`config.mk`:
```
export PLATFORM = sky130hd
export DESIGN_NAME = ibuf_split_dual
export DESIGN_NICKNAME = d
export VERILOG_FILES = /design/src/rtl/ibuf_pkg.sv /design/src/rtl/ibuf_half.sv /design/src/rtl/ibuf_inflight_ctr.sv /design/src/rtl/ibuf_split_dual.sv
export SDC_FILE = /design/constraint.sdc
export NUM_CORES = 1
export LEC_CHECK = 0
export CORE_AREA = 2 2 197 199
export CTS_CLUSTER_DIAMETER = 120
export DETAILED_ROUTE_END_ITERATION = 10
export DIE_AREA = 0 0 199 201
export DONT_BUFFER_PORTS = 1
export GPL_TIMING_DRIVEN = 1
export HOLD_SLACK_MARGIN = 0.02
export PLACE_DENSITY = 0.44
export RECOVER_POWER = 50
export SLEW_MARGIN = 10
export SYNTH_ARGS = -nofsm -noshare
export SYNTH_HDL_FRONTEND = slang
export SYNTH_SLANG_ARGS = --single-unit
export TNS_END_PERCENT = 10
```
`constraint.sdc`:
```
create_clock -name clk -period 8.1 [get_ports clk]
set_input_delay 1.62 -clock clk [delete_from_list [all_inputs] [get_ports clk]]
set_output_delay 1.62 -clock clk [all_outputs]
set_load 0.005 [all_outputs]
```
`src/rtl/ibuf_pkg.sv`:
```
package ibuf_pkg;
    typedef enum logic [1:0] {
        H_FREE  = 2'd0,
        H_BOUND = 2'd1,
        H_HOLD  = 2'd2
    } half_state_e;

    localparam int unsigned NUM_HALVES     = 2;
    localparam int unsigned SLOTS_PER_HALF = 2;
endpackage

```
`src/rtl/ibuf_half.sv`:
```
module ibuf_half
    import ibuf_pkg::*;
#(
    parameter int unsigned IW = 32,
    parameter int unsigned SW = 4,
    parameter int unsigned MW = 32
) (
    input  logic                   clk,
    input  logic                   rst_n,
    input  logic                   flush_i,
    input  logic                   fill_i,
    input  logic [IW-1:0]          ins0_i,
    input  logic                   ins0_v_i,
    input  logic [IW-1:0]          ins1_i,
    input  logic                   ins1_v_i,
    input  logic [SW-1:0]          sid_i,
    input  logic [MW-1:0]          mask_i,
    input  logic                   assign_i,
    input  logic [SW-1:0]          asid_i,
    input  logic [MW-1:0]          amask_i,
    input  logic [1:0]             clr_i,
    output logic [1:0]             vld_o,
    output logic [1:0][IW-1:0]     instr_o,
    output logic [1:0][SW-1:0]     sid_o,
    output logic [1:0][MW-1:0]     smask_o,
    output logic                   bound_o,
    output logic [SW-1:0]          tsid_o,
    output logic [MW-1:0]          tmask_o,
    output logic                   empty_o,
    output logic [1:0]             acc_cnt_o
);
    half_state_e           state_q, state_d;
    logic [1:0]            vld_q, vld_d;
    logic [1:0][IW-1:0]    instr_q;
    logic [1:0][SW-1:0]    sid_q;
    logic [1:0][MW-1:0]    smask_q;
    logic [SW-1:0]         tsid_q;
    logic [MW-1:0]         tmask_q;
    logic                  empty, accept, take1, assign_ok;

    assign empty     = (vld_q == 2'b00);
    assign accept    = fill_i & ins0_v_i & empty & ~flush_i;
    assign take1     = accept & ins1_v_i;
    assign assign_ok = assign_i & ~flush_i & ~accept & empty;

    always_comb begin
        vld_d[0] = flush_i ? 1'b0 : accept ? 1'b1     : clr_i[0] ? 1'b0 : vld_q[0];
        vld_d[1] = flush_i ? 1'b0 : accept ? ins1_v_i : clr_i[1] ? 1'b0 : vld_q[1];
    end

    // next-state logic of the half controller
    always_comb begin
        state_d = state_q;
        if (flush_i) begin
            state_d = H_FREE;
        end else begin
            unique case (state_q)
                H_FREE:  if (accept) state_d = H_HOLD;
                         else if (assign_ok) state_d = H_BOUND;
                H_BOUND: if (accept) state_d = H_HOLD;
                H_HOLD:  if (vld_d == 2'b00) state_d = H_BOUND;
                default: state_d = H_FREE;
            endcase
        end
    end

    // state register
    always_ff @(posedge clk) begin
        if (!rst_n) state_q <= H_FREE;
        else        state_q <= state_d;
    end

    always_ff @(posedge clk) begin
        if (!rst_n) begin
            vld_q   <= '0;
            instr_q <= '0;
            sid_q   <= '0;
            smask_q <= '0;
            tsid_q  <= '0;
            tmask_q <= '0;
        end else begin
            vld_q <= vld_d;
            if (accept) begin
                instr_q[0] <= ins0_i;
                sid_q[0]   <= sid_i;
                smask_q[0] <= mask_i;
            end
            if (take1) begin
                instr_q[1] <= ins1_i;
                sid_q[1]   <= sid_i;
                smask_q[1] <= mask_i;
            end
            if (flush_i) begin
                tsid_q  <= '0;
                tmask_q <= '0;
            end else if (accept) begin
                tsid_q  <= sid_i;
                tmask_q <= mask_i;
            end else if (assign_ok) begin
                tsid_q  <= asid_i;
                tmask_q <= amask_i;
            end
        end
    end

    // outputs
    always_comb begin
        vld_o     = vld_q;
        instr_o   = instr_q;
        sid_o     = sid_q;
        smask_o   = smask_q;
        bound_o   = (state_q != H_FREE);
        tsid_o    = tsid_q;
        tmask_o   = tmask_q;
        empty_o   = empty;
        acc_cnt_o = accept ? (take1 ? 2'd2 : 2'd1) : 2'd0;
    end

    assert_flush_clears_R7: assert property (@(posedge clk) disable iff (!rst_n)
        flush_i |=> (vld_o == 2'b00 && !bound_o && tmask_o == '0 && tsid_o == '0));

    assert_hold_has_valid_R5: assert property (@(posedge clk) disable iff (!rst_n)
        (state_q == H_HOLD) |-> (vld_q != 2'b00));

    assert_busy_fill_ignored_R8: assert property (@(posedge clk) disable iff (!rst_n)
        (fill_i && !empty && !flush_i) |=> $stable(instr_o));

    assert_slot_tag_match_R3: assert property (@(posedge clk) disable iff (!rst_n)
        accept |=> (sid_o[0] == tsid_o && smask_o[0] == tmask_o && bound_o));

    assert_last_free_keeps_bind_R10: assert property (@(posedge clk) disable iff (!rst_n)
        (state_q == H_HOLD && !flush_i && !accept && vld_d == 2'b00) |=> bound_o);
endmodule

```
`src/rtl/ibuf_inflight_ctr.sv`:
```
module ibuf_inflight_ctr #(
    parameter int unsigned CW = 6
) (
    input  logic          clk,
    input  logic          rst_n,
    input  logic [1:0]    inc_i,
    input  logic          dec_i,
    output logic [CW-1:0] cnt_o
);
    localparam logic [CW+1:0] MAXV = {2'b00, {CW{1'b1}}};

    logic [CW-1:0] cnt_q;
    logic [CW+1:0] sum;

    always_comb begin
        sum = {2'b00, cnt_q} + {{CW{1'b0}}, inc_i};
        if (dec_i && sum != '0) sum = sum - 1'b1;
        if (sum > MAXV) sum = MAXV;
    end

    always_ff @(posedge clk) begin
        if (!rst_n) cnt_q <= '0;
        else        cnt_q <= sum[CW-1:0];
    end

    assign cnt_o = cnt_q;

    assert_ctr_idle_R9: assert property (@(posedge clk) disable iff (!rst_n)
        (inc_i == 2'd0 && !dec_i) |=> $stable(cnt_o));

    assert_ctr_zero_retire_R9: assert property (@(posedge clk) disable iff (!rst_n)
        (cnt_o == '0 && inc_i == 2'd0) |=> (cnt_o == '0));
endmodule

```
`src/rtl/ibuf_split_dual.sv`:
```
module ibuf_split_dual
    import ibuf_pkg::*;
#(
    parameter int unsigned IW = 32,
    parameter int unsigned SW = 4,
    parameter int unsigned MW = 32,
    parameter int unsigned CW = 6
) (
    input  logic                                      clk,
    input  logic                                      rst_n,
    input  logic                                      fill_en_i,
    input  logic [$clog2(NUM_HALVES)-1:0]             fill_half_i,
    input  logic [IW-1:0]                             fill_ins0_i,
    input  logic                                      fill_v0_i,
    input  logic [IW-1:0]                             fill_ins1_i,
    input  logic                                      fill_v1_i,
    input  logic [SW-1:0]                             fill_sid_i,
    input  logic [MW-1:0]                             fill_mask_i,
    input  logic                                      assign_en_i,
    input  logic [$clog2(NUM_HALVES)-1:0]             assign_half_i,
    input  logic [SW-1:0]                             assign_sid_i,
    input  logic [MW-1:0]                             assign_mask_i,
    input  logic [NUM_HALVES-1:0]                     flush_i,
    input  logic                                      free_en_i,
    input  logic [$clog2(NUM_HALVES*SLOTS_PER_HALF)-1:0] free_slot_i,
    input  logic                                      pop_i,
    input  logic                                      retire_i,
    output logic [NUM_HALVES*SLOTS_PER_HALF-1:0]      slot_vld_o,
    output logic [NUM_HALVES*SLOTS_PER_HALF*IW-1:0]   slot_instr_o,
    output logic [NUM_HALVES*SLOTS_PER_HALF*SW-1:0]   slot_sid_o,
    output logic [NUM_HALVES*SLOTS_PER_HALF*MW-1:0]   slot_mask_o,
    output logic [NUM_HALVES-1:0]                     half_empty_o,
    output logic [NUM_HALVES-1:0]                     half_bound_o,
    output logic [NUM_HALVES*SW-1:0]                  half_tag_sid_o,
    output logic [NUM_HALVES*MW-1:0]                  half_tag_mask_o,
    output logic [$clog2(NUM_HALVES*SLOTS_PER_HALF)-1:0] next_ptr_o,
    output logic [CW-1:0]                             inflight_o
);
    localparam int unsigned NH  = NUM_HALVES;
    localparam int unsigned SPH = SLOTS_PER_HALF;
    localparam int unsigned NS  = NH * SPH;
    localparam int unsigned PW  = $clog2(NS);
    localparam int unsigned HW  = $clog2(NH);

    logic [PW-1:0]       ptr_q;
    logic [NH-1:0][1:0]  acc_cnt;
    logic [1:0]          inc_all;

    genvar h, k;
    generate
        for (h = 0; h < NH; h++) begin : g_half
            logic [SPH-1:0]         clr;
            logic [1:0][IW-1:0]     instr;
            logic [1:0][SW-1:0]     sid;
            logic [1:0][MW-1:0]     smask;
            logic [1:0]             vld;

            for (k = 0; k < SPH; k++) begin : g_slot
                assign clr[k] = (free_en_i && free_slot_i == PW'(h*SPH + k)) ||
                                (pop_i && ptr_q == PW'(h*SPH + k));
                assign slot_vld_o[h*SPH + k]                 = vld[k];
                assign slot_instr_o[(h*SPH + k)*IW +: IW]    = instr[k];
                assign slot_sid_o[(h*SPH + k)*SW +: SW]      = sid[k];
                assign slot_mask_o[(h*SPH + k)*MW +: MW]     = smask[k];
            end

            ibuf_half #(.IW(IW), .SW(SW), .MW(MW)) u_half (
                .clk       (clk),
                .rst_n     (rst_n),
                .flush_i   (flush_i[h]),
                .fill_i    (fill_en_i && fill_half_i == HW'(h)),
                .ins0_i    (fill_ins0_i),
                .ins0_v_i  (fill_v0_i),
                .ins1_i    (fill_ins1_i),
                .ins1_v_i  (fill_v1_i),
                .sid_i     (fill_sid_i),
                .mask_i    (fill_mask_i),
                .assign_i  (assign_en_i && assign_half_i == HW'(h)),
                .asid_i    (assign_sid_i),
                .amask_i   (assign_mask_i),
                .clr_i     (clr),
                .vld_o     (vld),
                .instr_o   (instr),
                .sid_o     (sid),
                .smask_o   (smask),
                .bound_o   (half_bound_o[h]),
                .tsid_o    (half_tag_sid_o[h*SW +: SW]),
                .tmask_o   (half_tag_mask_o[h*MW +: MW]),
                .empty_o   (half_empty_o[h]),
                .acc_cnt_o (acc_cnt[h])
            );
        end
    endgenerate

    // only one half is addressed by a fill, so the counts merge by OR
    always_comb begin
        inc_all = 2'd0;
        for (int i = 0; i < NH; i++) inc_all = inc_all | acc_cnt[i];
    end

    always_ff @(posedge clk) begin
        if (!rst_n)     ptr_q <= '0;
        else if (pop_i) ptr_q <= ptr_q + 1'b1;
    end

    assign next_ptr_o = ptr_q;

    ibuf_inflight_ctr #(.CW(CW)) u_ctr (
        .clk   (clk),
        .rst_n (rst_n),
        .inc_i (inc_all),
        .dec_i (retire_i),
        .cnt_o (inflight_o)
    );

    assert_free_clears_slot_R6: assert property (@(posedge clk) disable iff (!rst_n)
        (free_en_i && !fill_en_i) |=> !slot_vld_o[$past(free_slot_i)]);

    assert_free_keeps_ptr_R6: assert property (@(posedge clk) disable iff (!rst_n)
        (free_en_i && !pop_i) |=> (next_ptr_o == $past(next_ptr_o)));

    assert_one_fill_count_R9: assert property (@(posedge clk) disable iff (!rst_n)
        !fill_en_i |-> (inc_all == 2'd0));
endmodule

```
## Word-level counts from Yosys, hierarchy flattened

Cells that the tools add are included.
W data, S select, Z words.

| storage, ports and cells | value |
|---|---|
| logic and storage cells | 134 |
| output and inout bits | 360 |
| flip-flop bits (word level) | 360 |
| input bits | 151 |

| cells by class | value |
|---|---|
| muxes and demuxes | 36 |
| bitwise operators | 22 |
| add/subtract/negate cells | 3 |
| reductions and logical operators | 34 |
| eq/ne operators | 16 |
| $lt $le $gt $ge | 1 |

Operators with widths:

| operator | number |
|---|---|
| $mux W32 | 4 |
| $mux W2 | 12 |
| $logic_not A2 Y1 | 8 |
| $mux W4 | 4 |
| $and A1 B1 Y1 | 14 |
| $logic_and A1 B1 Y1 | 13 |
| $eq A2 B2 Y1 const B | 6 |
| $mux W1 | 12 |
| $pmux W2 S3 | 2 |
| $eq A2 B1 Y1 const B | 4 |
| $gt A8 B6 Y1 const B | 1 |
| $mux W8 | 1 |
| $ne A2 B1 Y1 const B | 4 |
| $reduce_bool A2 Y1 | 4 |
| $reduce_bool A8 Y1 | 1 |
| $sub A8 B1 Y8 const B | 1 |
| $add A6 B2 Y7 | 1 |
| $not A1 Y1 | 7 |
| $mux W6 | 1 |
| $ne A3 B1 Y1 const B | 2 |
| $reduce_and A3 Y1 | 2 |
| $logic_or A1 B1 Y1 | 4 |
| $reduce_or A2 Y1 | 2 |
| $add A2 B1 Y2 const B | 1 |
| $or A2 B2 Y2 | 1 |

## Logic depth before layout (Yosys ltp)

| logic depth | value |
|---|---|
| depth in word-level cells | 15 |
| mapped depth | 15 |
| gate-level depth less buffers | 12 |

## Modules after synthesis

From an unflattened synthesis, not the netlist that was laid out.

| unflattened totals | value |
|---|---|
| cells, all modules | 1715 |
| area total of the unflattened synthesis | 14576.5 µm² |

By module, submodules not included:

| module | times used | cells an instance | sequential area each (µm²) | area each (µm²) |
|---|---|---|---|---|
| ibuf_half at g_half[0].u_half | 1 | 797 | 3523.4 | 6935.4 |
| ibuf_half at g_half[1].u_half | 1 | 805 | 3523.4 | 6735.2 |
| ibuf_inflight_ctr | 1 | 85 | 120.1 | 679.4 |
| ibuf_split_dual | 1 | 28 | 40.0 | 226.5 |

## Worst setup path before layout

OpenSTA, ideal clock, no wires.

| path | value |
|---|---|
| path type | input -> register |
| start point | input flush_i[1] |
| end point | register u_ctr.cnt_q[1] (netlist: u_ctr.cnt_o[1]) |
| slack | 3.365 ns |
| setup time | 0.070 ns |
| cell stages on the path | 15 |
| data required time | 8.030 ns |
| arrival time | 4.664 ns |
| path buffers | 3 |
| cells stage by stage | nor3_1 -> nand4_1 -> buf_2 -> buf_1 -> a21oi_1 -> ha_1 -> inv_1 -> fa_1 -> ha_1 -> nor2b_1 -> clkbuf_1 -> nand2_1 -> o21ai_0 -> mux2_2 -> a21oi_1 |

| on the way | value |
|---|---|
| cells in the longest elaborated chain, start to end | 12 |
| elaborated cells on any way between the ends | 13 |
| those cells by class | 2 x add/sub; 1 x order compare; 4 x mux; 4 x bitwise; 2 x reduce/logical |

Ends and longest elaborated chain:

| item | RTL line | source |
|---|---|---|
| start: declaration | ibuf_split_dual.sv:23 | `input logic [NUM_HALVES-1:0] flush_i,` |
| $not A1 Y1 (*) | ibuf_half.sv:42 | `assign accept = fill_i & ins0_v_i & empty & ~flush_i;` |
| $and A1 B1 Y1 (*) | ibuf_half.sv:42 |  |
| $and A1 B1 Y1 | ibuf_half.sv:43 | `assign take1 = accept & ins1_v_i;` |
| $mux W2 | ibuf_half.sv:116 | `acc_cnt_o = accept ? (take1 ? 2'd2 : 2'd1) : 2'd0;` |
| $mux W2 (*) | ibuf_half.sv:116 |  |
| $or A2 B2 Y2 (*) | ibuf_split_dual.sv:98 | `for (int i = 0; i < NH; i++) inc_all = inc_all \| acc_cnt[i];` |
| $add A6 B2 Y7 (*) | ibuf_inflight_ctr.sv:16 | `sum = {2'b00, cnt_q} + {{CW{1'b0}}, inc_i};` |
| branches (longest 2 deep; another with $sub A8 B1 Y8) | n/a |  |
| $mux W8 (*) | ibuf_inflight_ctr.sv:17 | `if (dec_i && sum != '0) sum = sum - 1'b1;` |
| $gt A8 B6 Y1 | ibuf_inflight_ctr.sv:18 | `if (sum > MAXV) sum = MAXV;` |
| $mux W6 (*) | ibuf_inflight_ctr.sv:18 |  |
| end signal: assignment | ibuf_inflight_ctr.sv:23 | `else cnt_q <= sum[CW-1:0];` |
| end: declaration | ibuf_inflight_ctr.sv:12 | `logic [CW-1:0] cnt_q;` |

Mark *: on every way between the ends.
A chain may end at the register's enable or synchronous reset.

## Final worst setup path

| path | value |
|---|---|
| start point | input rst_n |
| end point | register g_half[0].u_half.smask_q, in the netlist g_half[0].u_half.smask_o[3] |

RTL lines:

| item | RTL line | source |
|---|---|---|
| start: declaration | ibuf_split_dual.sv:10 | `input logic rst_n,` |
| end: declaration | ibuf_half.sv:36 | `logic [1:0][MW-1:0] smask_q;` |

No word-level cell between the ends.

==> metrics.md <==
| Metric | Value |
|---|---|
| Setup TNS | `0 ns` |
| GPL Wtd Cong | `0.835` |
| Final hold viol count | `0` |
| WL/cell | `between 20 and 25 µm` |
| Die outline width | `199 µm` |
| Share of cells above drive strength 1 | `about 5.6%` |
| Fmax | `about 160 MHz` |
| Synth cell types | `54` |
| Clk_lat worst skew | `0.56 ns` |
| CTS buffer count | `41` |
| P&R area growth vs syn | `11.8%` |
| Rel. slew slack | `-183%` |
| Critical Path RT | `8.55 ns` |
| Crit end category | `flop` |
| Synthesized area per cell | `approximately 8.2 µm²` |
| Switching share of power | `roughly 24%` |
| Number of synthesized flops with an enable pin | `0` |
| Synth warn | `0` |
| Clock root cell | `clkbuf_16` |
| Worst hold path depth | `2` |
| Most frequent cells in the layout | `554 x nand2_1, 360 x a21oi_1, 360 x dfxtp_1` |
| Stages on worst setup path | `3` |
| Reg2reg path depth | `12` |
| Vias | `11,000` |
| Worst vdd ir | `0.175 mV` |
| Clock skew | `0.0128 ns` |
| Pre-CTS WS | `1.88 ns` |
| Gate Count Post-Synth | `1,589` |
| Async S/R FF share, synth | `0%` |
| Slowest stage delay, CP | `3.01 ns` |
| Critical Path AT | `6.85 ns` |
| CTS tree | `yes` |
| Max clock buf depth | `3` |
| Outcome | `complete, but fails checks` |
| Layout net count | `1,678` |
| Crit-path cells | `clkinvlp_2 -> clkbuf_2 -> a21oi_1` |
| # IOs | `511` |
| CP max-delay cell | `clkinvlp_2` |
| Final Setup Violations | `0` |
| Worst path bufs/invs | `2` |
| First-pass DRT Iterations | `5` |
| Worst Tran Pin Value | `between 4 and 5 ns` |
| DP Cell Count | `1,993` |
| Crit-path leading delay family | `buffers and inverters` |
| Power per cell area | `~270 nW/µm²` |
| Logic gate share of total power | `6.4%` |
| TritonCTS Sinks | `360` |
| Sequential share of the synthesized area | `55.3%` |
| Violated checks | `capacitance limit, slew limit` |
| Hold crit path type | `flop to flop` |
| Dpl hpwl | `32,100 µm` |
| Final wirelength | `49,000 µm` |
| Leading cell type in the layout, fill and taps excluded | `nand2_1` |
| Worst setup path class | `input port to flop` |
| Die area | `between 30,000 and 40,000 µm²` |
| Vias/cell | `5.33` |
| Non-Filler Instances | `2,066` |
| Syn Std Cell Area | `13,000 µm²` |
| CTS Hold Bufs | `0` |
| Cell internal pwr | `3030 µW` |
| Final setup margin | `1.71 ns` |
| Largest net degree at the start of global routing | `113` |
| GRT Util Overall | `a little under a quarter` |
| Ant diodes | `0` |
| Clk network pwr share | `46.6%` |
| Antenna violations before repair | `0` |
| Number of H-tree levels | `2` |
| Grt ovf | `0` |
| Rows | `72` |
| RSZ-0062 raised after global routing | `no` |
| Critical path startpoint category | `input port` |
| Layout Utilization | `38.3%` |
| First-pass GRT wire length | `between 70,000 and 80,000 µm` |
| Leakage Power | `0.00472 µW` |
| Final Max Slew Viols | `184` |
| Max FO, Critical Path | `112` |
| Seq pwr share | `47.0%` |
| Sw Pwr | `~1000 µW` |
| Number of synthesized register bits | `360` |
| Final Cycle Share | `about 80%` |
| Antenna Violating Nets Remaining | `0` |
| Min cycle time layout | `6.39 ns` |
| Buffers inserted by post-CTS timing repair | `0` |
| Vias in the first global route | `~11,000` |
| Net count after synthesis | `about 1,700` |
| Max-Cap Viols | `3` |
| Initial core utilization | `between 30% and 40%` |
| Clock transition at path regs | `~0.06 ns` |
| Iter 0 DRT Violations | `520` |
| Core Area | `38,100 µm²` |
| Cts repair resizes | `0` |
| DRC viols | `0` |
| Predominant post-synthesis flop cell | `dfxtp_1` |
| I/O Buffers | `0` |
| Die Height | `201 µm` |
## state kept, by name, indices dropped and copies added (netlist names)
signal	cells
u_ctr.cnt_o	6
g_half.u_half.smask_o	128
g_half.u_half.tmask_o	64
next_ptr_o	2
g_half.u_half.sid_o	16
g_half.u_half.vld_o	4
g_half.u_half.instr_o	128
g_half.u_half.tsid_o	8
g_half.u_half.state_q	4
## power by group through the flow
stage	clock network, µW	registers, µW	logic [µW]
detailed placement	0	1920	259
global placement	0	1920	256
CTS	1910	1880	260
finish	1860	1880	258
global route	1980	1890	289
floorplan	0	1880	220
## final cells by class
class                           instances  area (µm²)
Clock inverter                          6        90.1
Sequential cell                       360        7210
Fill cell                            3992       23500
Tap cell                              518         648
Inverter                               14        53.8
Multi-Input combinational cell       1092        5260
Timing Repair Buffer                    9        65.1
Clock buffer                           67        1260
## synthesized netlist by cell type, types with 3 or more instances
cell / count / share of area, %
xnor2_1: 4 / 0.27
o21ai_0: 4 / 0.15
nor2_1: 14 / 0.40
a21oi_1: 360 / 14
buf_2: 34 / 1.3
buf_6: 3 / 0.26
nand3_1: 5 / 0.19
and3_1: 3 / 0.14
inv_1: 14 / 0.40
nand2_1: 557 / 16
nand4_1: 4 / 0.19
buf_1: 4 / 0.12
clkbuf_1: 71 / 2.0
a22oi_1: 72 / 4.1
ha_1: 8 / 0.77
buf_4: 9 / 0.52
a211oi_1: 3 / 0.17
nor2b_1: 3 / 0.14
and2_1: 5 / 0.24
dfxtp_1: 360 / 55
nand2b_1: 3 / 0.14
## tightest hold or removal path: stages, from the launching register on
cell and delay (ns):
dfxtp_1 0.32, nand2_1 0.06, a21oi_1 0.05
## routing by layer
| layer | routed length [µm] | global-route usage, % |
|---|---|---|
| met2 | 23600 | 40.1 |
| met4 | 1280 | 8.08 |
| met3 | 5870 | 10.4 |
| met5 | 0 | 0 |
| met1 | 18300 | 26.3 |
## kinds of logic after synthesis
kind of cell / after synthesis / synth area share, %
adders and majority gates: 9 / 0.921
DFF: 360 / 55.3
AOI/OAI and AO/OA: 459 / 19.7
xor gates and xnor gates: 6 / 0.403
and+or+nand+nor: 616 / 18.8
muxes: 2 / 0.163
buffers and inverters: 137 / 4.72
## through the flow
| stage | cell area (µm²) | hold slack (ns) | power [µW] |
|---|---|---|---|
| floorplan | 13000 | 0.453 | 2100 |
| global placement | 13300 | 0.463 | 2170 |
| detailed placement | 13300 | 0.468 | 2180 |
| CTS | 14600 | 0.476 | 4050 |
| global route | 14600 | 0.495 | 4160 |
| finish | 14600 | 0.473 | 4000 |
## final timing paths
| check | startpoint | to | slack, ns |
|---|---|---|---|
| worst max-delay path | rst_n | g_half[0].u_half.smask_o[3] | 1.71 |
| worst min-delay path | g_half[1].u_half.smask_o[12] | g_half[1].u_half.smask_o[12] | 0.47 |
| worst max register to register | g_half[0].u_half.vld_o[0] | u_ctr.cnt_o[1] | 2.58 |
| worst min register to register | g_half[1].u_half.smask_o[12] | g_half[1].u_half.smask_o[12] | 0.47 |
Note: power is estimated with default switching activity, not from simulation.
